**config.mk**
```make
export PLATFORM = sky130hd
export DESIGN_NAME = pal_width_fmt
export DESIGN_NICKNAME = d
export VERILOG_FILES = /design/src/rtl/pal_fmt_pkg.sv /design/src/rtl/pal_sync.sv /design/src/rtl/pal_wr_fsm.sv /design/src/rtl/pal_mode_ctl.sv /design/src/rtl/pal_fmt_path.sv /design/src/rtl/pal_width_fmt.sv
export SDC_FILE = /design/constraint.sdc
export NUM_CORES = 1
export LEC_CHECK = 0
export ABC_AREA = 1
export BUFFER_PORTS_ARGS = -buffer_cell sky130_fd_sc_hd__buf_2
export CAP_MARGIN = 15
export CORE_MARGIN = 2
export CORE_UTILIZATION = 40
export DETAILED_ROUTE_END_ITERATION = 12
export PLACE_DENSITY = 0.77
export SETUP_SLACK_MARGIN = 0.3
export SLEW_MARGIN = 0
export SYNTH_ARGS = -nofsm -noshare
export SYNTH_HDL_FRONTEND = slang
export SYNTH_SLANG_ARGS = --single-unit
```
**constraint.sdc**
```tcl
create_clock -name clk -period 1.3 [get_ports clk]
set_input_delay 0 -clock clk [delete_from_list [all_inputs] [get_ports clk]]
set_output_delay 0 -clock clk [all_outputs]
set_load 0.005 [all_outputs]
```
**src/rtl/pal_fmt_pkg.sv**
```systemverilog
package pal_fmt_pkg;
    typedef enum logic [1:0] {
        WS_IDLE   = 2'd0,
        WS_ARMED  = 2'd1,
        WS_COMMIT = 2'd2
    } ws_state_e;

    // Override register layout: bit 0 enable, bit 1 width value.
    typedef struct packed {
        logic wide;
        logic en;
    } ovr_reg_t;

    localparam int OVR_W = $bits(ovr_reg_t);
endpackage

```
**src/rtl/pal_sync.sv**
```systemverilog
module pal_sync #(
    parameter int   W       = 1,
    parameter int   STAGES  = 2,
    parameter logic RST_VAL = 1'b0
) (
    input  logic         clk,
    input  logic         rst_n,
    input  logic [W-1:0] d,
    output logic [W-1:0] q
);
    logic [W-1:0] chain [STAGES];

    generate
        for (genvar s = 0; s < STAGES; s++) begin : g_stage
            if (s == 0) begin : g_first
                always_ff @(posedge clk or negedge rst_n) begin
                    if (!rst_n) chain[0] <= {W{RST_VAL}};
                    else        chain[0] <= d;
                end
            end else begin : g_next
                always_ff @(posedge clk or negedge rst_n) begin
                    if (!rst_n) chain[s] <= {W{RST_VAL}};
                    else        chain[s] <= chain[s-1];
                end
            end
        end
    endgenerate

    assign q = chain[STAGES-1];
endmodule

```
**src/rtl/pal_wr_fsm.sv**
```systemverilog
module pal_wr_fsm
    import pal_fmt_pkg::*;
#(
    parameter int DW = 8
) (
    input  logic          clk,
    input  logic          rst_n,
    input  logic          wr_n_s,
    input  logic          addr_s,
    input  logic [DW-1:0] data_s,
    output logic          commit_pal,
    output logic          commit_ovr,
    output logic [DW-1:0] wdata
);
    ws_state_e state, nxt;
    logic          addr_q;
    logic [DW-1:0] data_q;

    always_ff @(posedge clk or negedge rst_n) begin
        if (!rst_n) state <= WS_IDLE;
        else        state <= nxt;
    end

    always_comb begin
        nxt = state;
        unique case (state)
            WS_IDLE:   if (!wr_n_s) nxt = WS_ARMED;
            WS_ARMED:  if (wr_n_s)  nxt = WS_COMMIT;
            WS_COMMIT: nxt = wr_n_s ? WS_IDLE : WS_ARMED;
            default:   nxt = WS_IDLE;
        endcase
    end

    // Capture on the transition that marks the strobe's rising edge.
    always_ff @(posedge clk or negedge rst_n) begin
        if (!rst_n) begin
            addr_q <= 1'b0;
            data_q <= '0;
        end else if (state == WS_ARMED && wr_n_s) begin
            addr_q <= addr_s;
            data_q <= data_s;
        end
    end

    always_comb begin
        commit_pal = 1'b0;
        commit_ovr = 1'b0;
        unique case (state)
            WS_COMMIT: begin
                commit_pal = !addr_q;
                commit_ovr = addr_q;
            end
            default: ;
        endcase
    end

    assign wdata = data_q;
endmodule

```
**src/rtl/pal_mode_ctl.sv**
```systemverilog
module pal_mode_ctl
    import pal_fmt_pkg::*;
(
    input  logic             clk,
    input  logic             rst_n,
    input  logic             pin_s,
    input  logic             ovr_we,
    input  logic [OVR_W-1:0] ovr_wdata,
    output logic             wide
);
    ovr_reg_t ovr_q;

    always_ff @(posedge clk or negedge rst_n) begin
        if (!rst_n)      ovr_q <= '0;
        else if (ovr_we) ovr_q <= ovr_reg_t'(ovr_wdata);
    end

    assign wide = ovr_q.en ? ovr_q.wide : pin_s;
endmodule

```
**src/rtl/pal_fmt_path.sv**
```systemverilog
module pal_fmt_path #(
    parameter int DW       = 8,
    parameter int NW       = 6,
    parameter bit SHIFT_UP = 1'b1
) (
    input  logic          wide,
    input  logic [DW-1:0] din,
    output logic [DW-1:0] dout
);
    localparam int PAD = DW - NW;
    logic [DW-1:0] narrow;

    generate
        if (SHIFT_UP) begin : g_up
            assign narrow = {din[NW-1:0], {PAD{1'b0}}};
        end else begin : g_clr
            assign narrow = {{PAD{1'b0}}, din[NW-1:0]};
        end
    endgenerate

    assign dout = wide ? din : narrow;
endmodule

```
**src/rtl/pal_width_fmt.sv**
```systemverilog
module pal_width_fmt
    import pal_fmt_pkg::*;
#(
    parameter int DATA_W      = 8,
    parameter int NARROW_W    = 6,
    parameter int SYNC_STAGES = 2
) (
    input  logic              clk,
    input  logic              rst_n,
    input  logic              width_pin,
    input  logic              host_wr_n,
    input  logic              host_addr,
    input  logic [DATA_W-1:0] host_data,
    output logic              pal_wr_stb,
    output logic [DATA_W-1:0] pal_wr_data,
    input  logic [DATA_W-1:0] dac_in,
    output logic [DATA_W-1:0] dac_out,
    input  logic [DATA_W-1:0] rb_in,
    output logic [DATA_W-1:0] rb_out,
    output logic              mode_8bit
);
    localparam int BUS_W = DATA_W + 1;

    logic              wr_n_s, pin_s, addr_s, ovr_we;
    logic [DATA_W-1:0] data_s, wdata;

    pal_sync #(.W(1), .STAGES(SYNC_STAGES), .RST_VAL(1'b1)) u_strobe_sync (
        .clk(clk), .rst_n(rst_n), .d(host_wr_n), .q(wr_n_s));

    pal_sync #(.W(1), .STAGES(SYNC_STAGES), .RST_VAL(1'b0)) u_pin_sync (
        .clk(clk), .rst_n(rst_n), .d(width_pin), .q(pin_s));

    pal_sync #(.W(BUS_W), .STAGES(SYNC_STAGES), .RST_VAL(1'b0)) u_bus_sync (
        .clk(clk), .rst_n(rst_n), .d({host_addr, host_data}), .q({addr_s, data_s}));

    pal_wr_fsm #(.DW(DATA_W)) u_fsm (
        .clk(clk), .rst_n(rst_n), .wr_n_s(wr_n_s), .addr_s(addr_s),
        .data_s(data_s), .commit_pal(pal_wr_stb), .commit_ovr(ovr_we),
        .wdata(wdata));

    pal_mode_ctl u_mode (
        .clk(clk), .rst_n(rst_n), .pin_s(pin_s), .ovr_we(ovr_we),
        .ovr_wdata(wdata[OVR_W-1:0]), .wide(mode_8bit));

    pal_fmt_path #(.DW(DATA_W), .NW(NARROW_W), .SHIFT_UP(1'b1)) u_dac_path (
        .wide(mode_8bit), .din(dac_in), .dout(dac_out));

    pal_fmt_path #(.DW(DATA_W), .NW(NARROW_W), .SHIFT_UP(1'b0)) u_rb_path (
        .wide(mode_8bit), .din(rb_in), .dout(rb_out));

    assign pal_wr_data = wdata;
endmodule

```
* Yosys cells after proc, flatten, opt, wreduce, memory -nomap -nowiden
Index checks and enable logic that the tools add are counted.
Cells by class: equal/unequal tests 4, mux-type cells 9, reductions and logical operators 4
Operator list (count):
- $mux 8 | 2
- $pmux 2 s3 | 1
- $mux 1 | 4
- $mux 2 | 2
- $ne 2x2->1 const B | 2
- $eq 2x1->1 const B | 1
- $eq 2x2->1 const B | 1
- $logic_not 2->1 | 1
- $reduce_and 2->1 | 1
- $logic_and 1x1->1 | 1
- $logic_not 1->1 | 1
Storage, ports and cells: register bits after elaboration 35, input port bits 29

* Longest topological paths before layout
Gate-level depths: netlist of run 1.
depth after elaboration 3, mapped depth 4, depth with buffers taken out 4

* Cells and area by module
Synthesis of run 1 repeated with hierarchy kept, for this count alone.
Unflattened totals: cell total of the unflattened synthesis 127, area total of the unflattened synthesis 1346.3 um^2
Modules (own cells, without submodules):
- pal_sync at u_bus_sync | times used 1, cells an instance 27, area each 518.0 um^2
- pal_wr_fsm | times used 1, cells an instance 49, area each 476.7 um^2
- pal_fmt_path at u_dac_path | times used 1, cells an instance 24, area each 97.6 um^2
- pal_mode_ctl | times used 1, cells an instance 13, area each 91.3 um^2
- pal_fmt_path at u_rb_path | times used 1, cells an instance 10, area each 60.1 um^2
- pal_sync at u_strobe_sync | times used 1, cells an instance 2, area each 52.6 um^2
- pal_sync at u_pin_sync | times used 1, cells an instance 2, area each 50.0 um^2

* Worst setup path before layout of run 1
OpenSTA, ideal clock, no wires.
path type register to register, start register u_strobe_sync.chain (netlist bit u_strobe_sync.q), end register u_fsm.addr_q, arrival time 0.867 ns, required time 1.235 ns, slack 0.368 ns, cell stages (with the launch flop) 5, buffers on the path 0, path through dfstp_2 > nand2_2 > nor2_4 > nand2_1 > nand2_1
On the way: cells in the longest elaborated chain, start to end 1
Ends and longest elaborated chain:
- start: declaration | RTL line pal_sync.sv:11 | logic [W-1:0] chain [STAGES];
- start signal: indexed assignment | RTL line pal_sync.sv:22 | if (!rst_n) chain[s] <= {W{RST_VAL}};
- start signal: indexed assignment | RTL line pal_sync.sv:23 | else chain[s] <= chain[s-1];
- $logic_and 1x1->1 | RTL line pal_wr_fsm.sv:39 | end else if (state == WS_ARMED && wr_n_s) begin
- end signal: assignment | RTL line pal_wr_fsm.sv:40 | addr_q <= addr_s;
- end: declaration | RTL line pal_wr_fsm.sv:16 | logic addr_q;
No other way between the ends. A chain may end at the register's enable or synchronous reset.

* Worst setup path after layout of run 1
start register u_mode.ovr_q[0] in the netlist's numbering, end output dac_out[1]
On the way: cells in the longest elaborated chain, start to end 2
Ends and longest elaborated chain:
- start: declaration | RTL line pal_mode_ctl.sv:11 | ovr_reg_t ovr_q;
- start signal: assignment | RTL line pal_mode_ctl.sv:15 | else if (ovr_we) ovr_q <= ovr_reg_t'(ovr_wdata);
- $mux 1 | RTL line pal_mode_ctl.sv:18 | assign wide = ovr_q.en ? ovr_q.wide : pin_s;
- $mux 8 | RTL line pal_fmt_path.sv:21 | assign dout = wide ? din : narrow;
- end: declaration | RTL line pal_width_fmt.sv:17 | output logic [DATA_W-1:0] dac_out,
No other way between the ends.

==> results of run 1 <==
## critical path, delay by kind of cell, from the launching register on
kind	cells	cell delay, ps
buf+inv	2	210
flops	1	470
simple gates	3	220
## worst paths after layout
kind                                       from               to  slack, ps  cells after the start
min reg2reg                u_bus_sync.chain[10]  u_bus_sync.q[1]        350                      0
max in group asynchronous                 rst_n   u_fsm.state[1]        560                      2
min                                    rb_in[2]        rb_out[2]      0.002                      0
max reg2reg                     u_strobe_sync.q   u_fsm.wdata[6]        300                      4
min in group asynchronous                 rst_n   u_fsm.wdata[4]        250                      2
max                             u_mode.ovr_q[0]       dac_out[1]         70                      5
## cells in the mapped netlist
cell type	count	area, um2
nand2_1	41	153.9
dfrtp_1	33	825.8
nand3_1	13	65.06
inv_1	9	33.78
buf_4	6	45.04
nor2_1	4	15.01
dfstp_2	2	52.55
nand2_2	2	12.51
nand4_1	2	12.51
a21oi_1	1	5.000
inv_2	1	3.750
nand3_2	1	10.01
nor2_4	1	11.26
nor3_1	1	5.000
## cells in the final DEF (no fill, tap or decap), drive strengths merged
| cell type | n |
|---|---|
| nand3 | 14 |
| dfstp | 2 |
| nand2 | 43 |
| inv | 10 |
| clkbuf | 7 |
| nand4 | 2 |
| clkinv | 1 |
| a21oi | 1 |
| nor3 | 1 |
| nor2 | 6 |
| buf | 45 |
| dfrtp | 33 |
| dlygate4sd3 | 12 |
## layout make-up
class,count,area (um2),area share [%]
multi-input combinational,67,364.1,21.06
clock inverter,1,5.005,0.2894
inverter,10,40.04,2.315
sequential,35,880.8,50.94
timing repair buffer,57,352.8,20.41
tap,33,41.29,2.388
clock buffer,7,45.04,2.605
## metal layers
| layer | global-route usage, % | wire length [um] | up-vias |
|---|---|---|---|
| met5 | 0 | 0 | - |
| met4 | 6.032 | 5 | 0 |
| met3 | 6.926 | 236 | 2 |
| met2 | 25.00 | 1275 | 57 |
| met1 | 15.37 | 832 | 456 |
| li1 | - | - | 478 |
## logic make-up (layout without fill, tap and decap cells)
family | after synthesis | in the layout
AND/OR/NAND/NOR | 65 | 66
buffers and inverters | 16 | 75
AO/OA/AOI/OAI | 1 | 1
flip-flops | 35 | 35
## per-stage QoR
stage	setup slack (ps)	TNS [ps]	total power [W]	cell area (um2)
global route	-12.01	-29.46	0.002589	1729
global placement	312.1	0	0.001741	1458
detailed placement	275.0	0	0.001765	1458
CTS	39.16	0	0.002377	1685
finish	71.73	0	0.002409	1729
floorplan	368.3	0	0.001542	1251
## state kept, by name, indices dropped and copies added, names as in the netlist
signal and cells:
u_mode.ovr_q 2, u_bus_sync.q 9, u_strobe_sync.q 1, u_bus_sync.chain 9, u_pin_sync.chain 1, u_fsm.wdata 8, u_strobe_sync.chain 1, u_pin_sync.q 1
u_fsm.addr_q 1, u_fsm.state 2
## report_power, final
part,switching (W),internal [W]
Clock,0.000314,0.000210
Combinational,0.000326,0.000271
Sequential,0.0000838,0.00120
## repair_timing
action                                  4_1_cts  5_1_grt
pin swaps                                     5        9
hold endpoints to repair                     44        0
endpoints found under the setup margin       21       21
cloned                                        1        0
hold buffers                                 12        0
setup buffers                                 3        0
gates resized for setup                       9       12
==> impl_metrics.env, run 1 <==
export IMPL_drc=0
export IMPL_area_delta_synth_final_pct=38.20
export IMPL_ys_warn_count=0
export IMPL_num_rows=20
export IMPL_worstSetupPathType="reg2out"
export IMPL_max_clock_freq_mhz=814.2
export IMPL_cts_root_buffer="clkbuf_4"
export IMPL_die_w_um=59.93
export IMPL_powerDensity_mw_per_mm2=1393
export IMPL_postSynthAreaPerCell_um2=10.69
export IMPL_detail_route_wl_per_cell_um=11.19
export IMPL_synth_area_mm2=0.001251
export IMPL_cp_arrival_ps=1230
export IMPL_cts_sinks=35
export IMPL_ir_drop_mv=0.8487
export IMPL_cp_end_kind="output port"
export IMPL_drive_above_1_share_pct=40.68
export IMPL_relSlewSlack_pct=52.24
export IMPL_fin_util_pct=57.58
export IMPL_io_pins=55
export IMPL_synth_cells=117
export IMPL_wl_um=2349
export IMPL_start_util_pct=41.67
export IMPL_clock_path_buffers=2
export IMPL_critPathMaxFanout=7
export IMPL_crit_chain="inv_4 > nand2_4 > nand2_4 > nor2_1 > buf_2"
export IMPL_hold_class="in2out"
export IMPL_final_nets=205
export IMPL_holdWs_ps=0.002264
export IMPL_cts_made_buffers=5
export IMPL_path_clk_slew_ps=90
export IMPL_synth_xor_area_share_pct=0
export IMPL_clk_latency_ps=330
export IMPL_synthSimpleGateAreaFrac_pct=22.80
export IMPL_rsz0062_at_grt="yes"
export IMPL_ant_nets=0
export IMPL_cap_violations=0
export IMPL_path_common_cell="nand2_4"
export IMPL_via_per_inst=4.729
export IMPL_synth_nets=146
export IMPL_diodes=0
export IMPL_slowest_stage="dfrtp_2"
export IMPL_cts_tree="done"
export IMPL_first_pass_iters=4
export IMPL_grt_pass1_vias=941
export IMPL_grt_pass1_wl_um=3829
export IMPL_drt_iter0_drc=22
export IMPL_ys_seq_area_share_pct=70.20
export IMPL_setup_viol=0
export IMPL_status="complete, no violations"
export IMPL_fin_skew_ps=5.951
export IMPL_yosys_area_share_adder_pct=0
export IMPL_drv_slew=0
export IMPL_die_area_mm2=0.003592
export IMPL_grt_use_total_pct=14.63
export IMPL_antenna_found_initial=0
export IMPL_post_route_period_util_pct=94.48
export IMPL_fillerInstances=257
export IMPL_die_y_um=59.93
export IMPL_worst_pin_slew_ps=716.3
export IMPL_cp_required_ps=1300
export IMPL_dp_cells=186
export IMPL_gp_congestion=0.6690
export IMPL_vias=993
export IMPL_cpPeakStageDelay_ps=470
export IMPL_grt_max_degree=36
export IMPL_cts_htree_levels=2
export IMPL_io_buffers=42
export IMPL_design_core_area_mm2=0.003003
export IMPL_synth_compound_area_share_pct=0.4000
export IMPL_synth_top_family_by_area="simple AND/OR/NAND/NOR gates"
export IMPL_ys_types=14
export IMPL_period_needed_ps=1228
export IMPL_final_cells=210
export IMPL_hold_viol=0
export IMPL_cp_start_kind="flop"
export IMPL_muxShareOfSynthArea_pct=0
export IMPL_grt_overflow=0
export IMPL_leakagePower_nw=0.9289
export IMPL_hpwl_um=1529
export IMPL_synth_seq_cells=35
No activity file was read; power rests on OpenSTA's default activity.
==> inputs of run 2 (changes only) <==
--- a/config.mk
+++ b/config.mk
@@ -9,9 +9,9 @@
 export BUFFER_PORTS_ARGS = -buffer_cell sky130_fd_sc_hd__buf_2
 export CAP_MARGIN = 15
 export CORE_MARGIN = 2
-export CORE_UTILIZATION = 40
+export CORE_UTILIZATION = 45
 export DETAILED_ROUTE_END_ITERATION = 12
-export PLACE_DENSITY = 0.77
+export PLACE_DENSITY = 0.85
 export SETUP_SLACK_MARGIN = 0.3
 export SLEW_MARGIN = 0
 export SYNTH_ARGS = -nofsm -noshare
==> impl_metrics.env, run 2 (synthesized netlist as in run 1, its figures left out) <==
export IMPL_final_cell_mix="42 x buf_2, 36 x nand2_1, 31 x dfrtp_1"
export IMPL_wl_um=2637
export IMPL_reg2reg_slack_ps=290
export IMPL_post_route_period_util_pct=95.95
export IMPL_slowest_stage="dfrtp_2"
export IMPL_cp_arrival_ps=1250
export IMPL_fin_skew_ps=9.948
export IMPL_path_clk_slew_ps=100
export IMPL_rsz0062_at_grt="yes"
export IMPL_grt_overflow=0
export IMPL_cts_made_buffers=5
export IMPL_first_pass_iters=4
export IMPL_diodes=0
export IMPL_relSlewSlack_pct=51.85
export IMPL_multi_input_area_um2=385.4
export IMPL_cp_end_kind="output port"
export IMPL_cts_root_buffer="clkbuf_4"
export IMPL_vias=1015
export IMPL_cp_start_kind="flop"
export IMPL_detail_route_wl_per_cell_um=12.62
export IMPL_final_common_cell="buf_2"
export IMPL_powerDensity_mw_per_mm2=1502
export IMPL_max_clock_freq_mhz=801.7
export IMPL_grt_use_total_pct=18.73
export IMPL_num_rows=19
export IMPL_hold_viol=0
export IMPL_fin_util_pct=66.51
export IMPL_hold_class="in2out"
export IMPL_die_w_um=56.73
export IMPL_grt_pass1_vias=1027
export IMPL_cap_violations=0
export IMPL_clk_latency_ps=340
export IMPL_cp_required_ps=1300
export IMPL_io_buffers=42
export IMPL_cts_sinks=35
export IMPL_critPathMaxFanout=6
export IMPL_area_delta_synth_final_pct=42.80
export IMPL_worst_pin_slew_ps=722.2
export IMPL_fillerInstances=207
export IMPL_final_nets=206
export IMPL_drv_slew=0
export IMPL_die_area_mm2=0.003218
export IMPL_ant_nets=0
export IMPL_crit_chain="inv_4 > nand2_4 > nand3_1 > nand2_1 > buf_2"
export IMPL_holdWs_ps=0.002268
export IMPL_drc=0
export IMPL_clock_path_buffers=2
export IMPL_worstSetupPathType="reg2out"
export IMPL_status="complete, no violations"
export IMPL_hpwl_um=1747
export IMPL_critPathBufInv=2
export IMPL_io_pins=55
export IMPL_start_util_pct=46.58
export IMPL_layout_area_seq_um2=880.8
export IMPL_grt_max_degree=36
export IMPL_period_needed_ps=1247
export IMPL_die_y_um=56.73
export IMPL_ir_drop_mv=1.253
export IMPL_cts_tree="done"
export IMPL_drt_iter0_drc=71
export IMPL_antenna_found_initial=0
export IMPL_setup_viol=0
export IMPL_via_per_inst=4.856
export IMPL_drive_above_1_share_pct=44.94
export IMPL_design_core_area_mm2=0.002686
export IMPL_cpPeakStageDelay_ps=480
export IMPL_cts_htree_levels=2
export IMPL_leakagePower_nw=0.9502
export IMPL_critPathTopFamily="flip-flops"
export IMPL_grt_pass1_wl_um=4540
export IMPL_gp_congestion=0.8590
run 2: worst register-to-register path, delay by kind of cell (launching register included):
kind          cells  cell delay [ps]
flops             1              600
simple gates      4              360
run 2: per-stage QoR:
stage	area, um2	instances	setup slack [ps]	setup TNS, ps	total power [W]
floorplan	1251	117	368.3	0	0.001542
global placement	1455	184	318.1	0	0.001741
detailed placement	1455	184	268.4	0	0.001774
CTS	1755	208	61.75	0	0.002671
global route	1787	209	-19.56	-73.73	0.002836
finish	1787	209	52.68	0	0.002683
run 2: per-layer routing:
layer	track usage [%]	wire, um
met1	20.40	968
met2	33.72	1430
met5	0	0
met3	5.530	204
met4	7.641	34
run 2: worst paths after layout:
kind                       cells after the start            startpoint                   end
hold / removal                                 0              rb_in[5]             rb_out[5]
max in group asynchronous                      2                 rst_n       u_mode.ovr_q[0]
setup reg to reg                               4       u_strobe_sync.q        u_fsm.wdata[4]
hold reg to reg                                0  u_bus_sync.chain[10]       u_bus_sync.q[1]
setup / recovery                               5       u_mode.ovr_q[0]            dac_out[7]
min in group asynchronous                      2                 rst_n  u_bus_sync.chain[16]
run 2: area by class of cell:
cell class	count	share of cell area, %
sequential	35	49.30
multi-input combinational	67	21.57
timing repair buffer	58	20.17
clock inverter	3	2.451
inverter	10	2.241
tap	31	2.171
clock buffer	5	2.101
run 2: what timing repair did:
action	CTS	global route
hold buffers	12	0
setup endpoints to repair	21	23
pin swaps	7	9
endpoints found under the hold margin	44	0
cloned	1	0
setup buffers	3	1
resized for setup	19	8
run 2: report_power, final:
group	internal (W)	total, W	switching [W]
registers	0.00120	0.00129	0.0000891
logic	0.000280	0.000632	0.000352
clock network	0.000405	0.000759	0.000354
total	0.00189	0.00268	0.000796
==> inputs of run 3 (changes only) <==
--- a/config.mk
+++ b/config.mk
@@ -8,11 +8,10 @@
 export ABC_AREA = 1
 export BUFFER_PORTS_ARGS = -buffer_cell sky130_fd_sc_hd__buf_2
 export CAP_MARGIN = 15
-export CORE_MARGIN = 2
+export CORE_MARGIN = 4
 export CORE_UTILIZATION = 45
 export DETAILED_ROUTE_END_ITERATION = 12
 export PLACE_DENSITY = 0.85
-export SETUP_SLACK_MARGIN = 0.3
 export SLEW_MARGIN = 0
 export SYNTH_ARGS = -nofsm -noshare
 export SYNTH_HDL_FRONTEND = slang
==> impl_metrics.env, run 3 (synthesized netlist as in run 1, its figures left out) <==
export IMPL_final_cell_mix="42 x buf_2, 37 x nand2_1, 32 x dfrtp_1"
export IMPL_cp_arrival_ps=1230
export IMPL_drv_slew=0
export IMPL_wl_um=2315
export IMPL_critPathTopFamily="flip-flops"
export IMPL_power_w=0.002420
export IMPL_fin_skew_ps=3.690
export IMPL_cpPeakStageDelay_ps=460
export IMPL_cp_end_kind="output port"
export IMPL_critPathMaxFanout=7
export IMPL_grt_pass1_vias=897
export IMPL_grt_overflow=0
export IMPL_post_route_period_util_pct=94.45
export IMPL_fin_setup_tns_ps=0
export IMPL_grt_max_degree=36
export IMPL_crit_chain="inv_2 > nand2_4 > nand2_2 > nor2_1 > buf_2"
export IMPL_cts_htree_levels=2
export IMPL_max_clock_freq_mhz=814.5
export IMPL_hold_viol=0
export IMPL_cp_start_kind="flop"
export IMPL_final_nets=202
export IMPL_cts_sinks=35
export IMPL_worstSetupPathType="reg2out"
export IMPL_die_w_um=60.73
export IMPL_final_cells=204
export IMPL_powerDensity_mw_per_mm2=1451
export IMPL_first_pass_iters=5
export IMPL_dp_cells=183
export IMPL_r2r_start="u_strobe_sync.q"
export IMPL_num_rows=18
export IMPL_worstSetupEndpoint="rb_out[7]"
export IMPL_period_needed_ps=1228
export IMPL_dpl_instance_area_mm2=0.001454
export IMPL_io_buffers=42
export IMPL_vias=968
export IMPL_multi_input_area_um2=315.3
export IMPL_reg2reg_slack_ps=260
export IMPL_hpwl_um=1648
export IMPL_final_common_cell="buf_2"
export IMPL_area_delta_synth_final_pct=33.30
export IMPL_cts_tree="done"
export IMPL_layout_area_seq_um2=879.6
export IMPL_via_per_inst=4.745
export IMPL_final_area_mm2=0.001668
export IMPL_path_clk_slew_ps=90
export IMPL_worst_setup_path_startpoint="u_mode.ovr_q[0]"
export IMPL_die_y_um=60.73
export IMPL_grtUsageMet2_pct=23.82
export IMPL_slowest_stage="dfrtp_2"
export IMPL_gp_congestion=0.7450
export IMPL_cap_violations=0
export IMPL_drt_iter0_drc=47
export IMPL_ant_nets=0
export IMPL_worst_path_stages=5
export IMPL_clk_latency_ps=320
export IMPL_detail_route_wl_per_cell_um=11.35
export IMPL_r2r_worst_path_cells=4
export IMPL_fillerInstances=205
export IMPL_diodes=0
export IMPL_relSlewSlack_pct=51.78
export IMPL_cp_required_ps=1300
export IMPL_grt_busiest_layer="met2"
export IMPL_use_met3_pct=5.745
export IMPL_die_area_mm2=0.003688
export IMPL_cts_made_buffers=5
export IMPL_critPathBufInv=2
export IMPL_design_core_area_mm2=0.002567
export IMPL_io_pins=55
export IMPL_cts_root_buffer="clkbuf_4"
export IMPL_grt_util_met1_pct=16.08
export IMPL_ir_drop_mv=0.9865
export IMPL_antenna_found_initial=0
export IMPL_clock_path_buffers=2
export IMPL_grt_pass1_wl_um=3808
export IMPL_hold_class="in2out"
export IMPL_leakagePower_nw=0.9076
export IMPL_status="complete, no violations"
export IMPL_setup_viol=0
export IMPL_drive_above_1_share_pct=37.36
export IMPL_r2r_end="u_fsm.wdata[2]"
export IMPL_grt_use_total_pct=14.33
export IMPL_start_util_pct=48.73
export IMPL_drc=0
export IMPL_rsz0062_at_grt="yes"
export IMPL_worst_pin_slew_ps=723.3
run 3: changes by cell type in the layout (fill, tap and decap cells not counted), moves of 2 or more:
cell,previous run,this run
inv_2,4,2
nand2_4,4,2
inv_1,5,8
nand2_2,2,4
nand3_2,4,1
nand3_1,9,13
buf_4,4,1
run 3: worst min-delay path by stage:
stage	startpoint	endpoint	slack, ps	cells after the start
floorplan	rst_n	u_bus_sync.chain[10]	-300	0
global placement	rb_in[2]	rb_out[2]	0.04	0
detailed placement	rb_in[2]	rb_out[2]	0.04	0
CTS	rb_in[2]	rb_out[2]	0.04	0
global route	rb_in[0]	rb_out[0]	0.02	0
finish	rb_in[5]	rb_out[5]	0.004	0
run 3: power by group:
group / switching [W] / internal [W] / leakage, nW
sequential: 0.0000830 / 0.00120 / 0.415
combinational: 0.000295 / 0.000257 / 0.457
clock: 0.000320 / 0.000262 / 0.0353
run 3: per-stage QoR:
stage / util (%) / setup WS, ps / hold slack, ps
2_1_floorplan: - / 368.3 / -295.6
3_3_place_gp: 56.63 / 314.6 / 0.03806
3_5_place_dp: 56.63 / 278.3 / 0.03806
4_1_cts: 63.84 / 11.89 / 0.03806
5_1_grt: 64.96 / -16.32 / 0.01659
6_report: 64.96 / 72.20 / 0.004356
run 3: routing by layer:
metal	wire length (um)	vias up	share of wire, %
met2	1182	52	51
met1	827	440	36
li1	-	474	-
met5	0	-	0
met4	6	0	0.26
met3	299	2	13
run 3: worst reg2reg max path, cell delays in order, from the launching register on:
cell     delay [ps]
dfstp_2         570
nand2_2          70
nor2_4          190
nand2_1          90
nand2_1          70
run 3: final cells by class:
class,instances,share of cell area (%)
flip-flops and latches,35,52.74
repair buffers,55,20.26
multi-input cells,66,18.90
clock buffers,7,3.301
inverters,10,2.251
well taps,30,2.251
clock inverters,1,0.3001
run 3: repair_timing:
item | CTS | global route
setup buffers | 0 | 1
gates cloned | 0 | 0
resized for setup | 2 | 8
endpoints found under the hold margin | 44 | 0
endpoints found under the setup margin | 4 | 11
hold buffers | 12 | 0
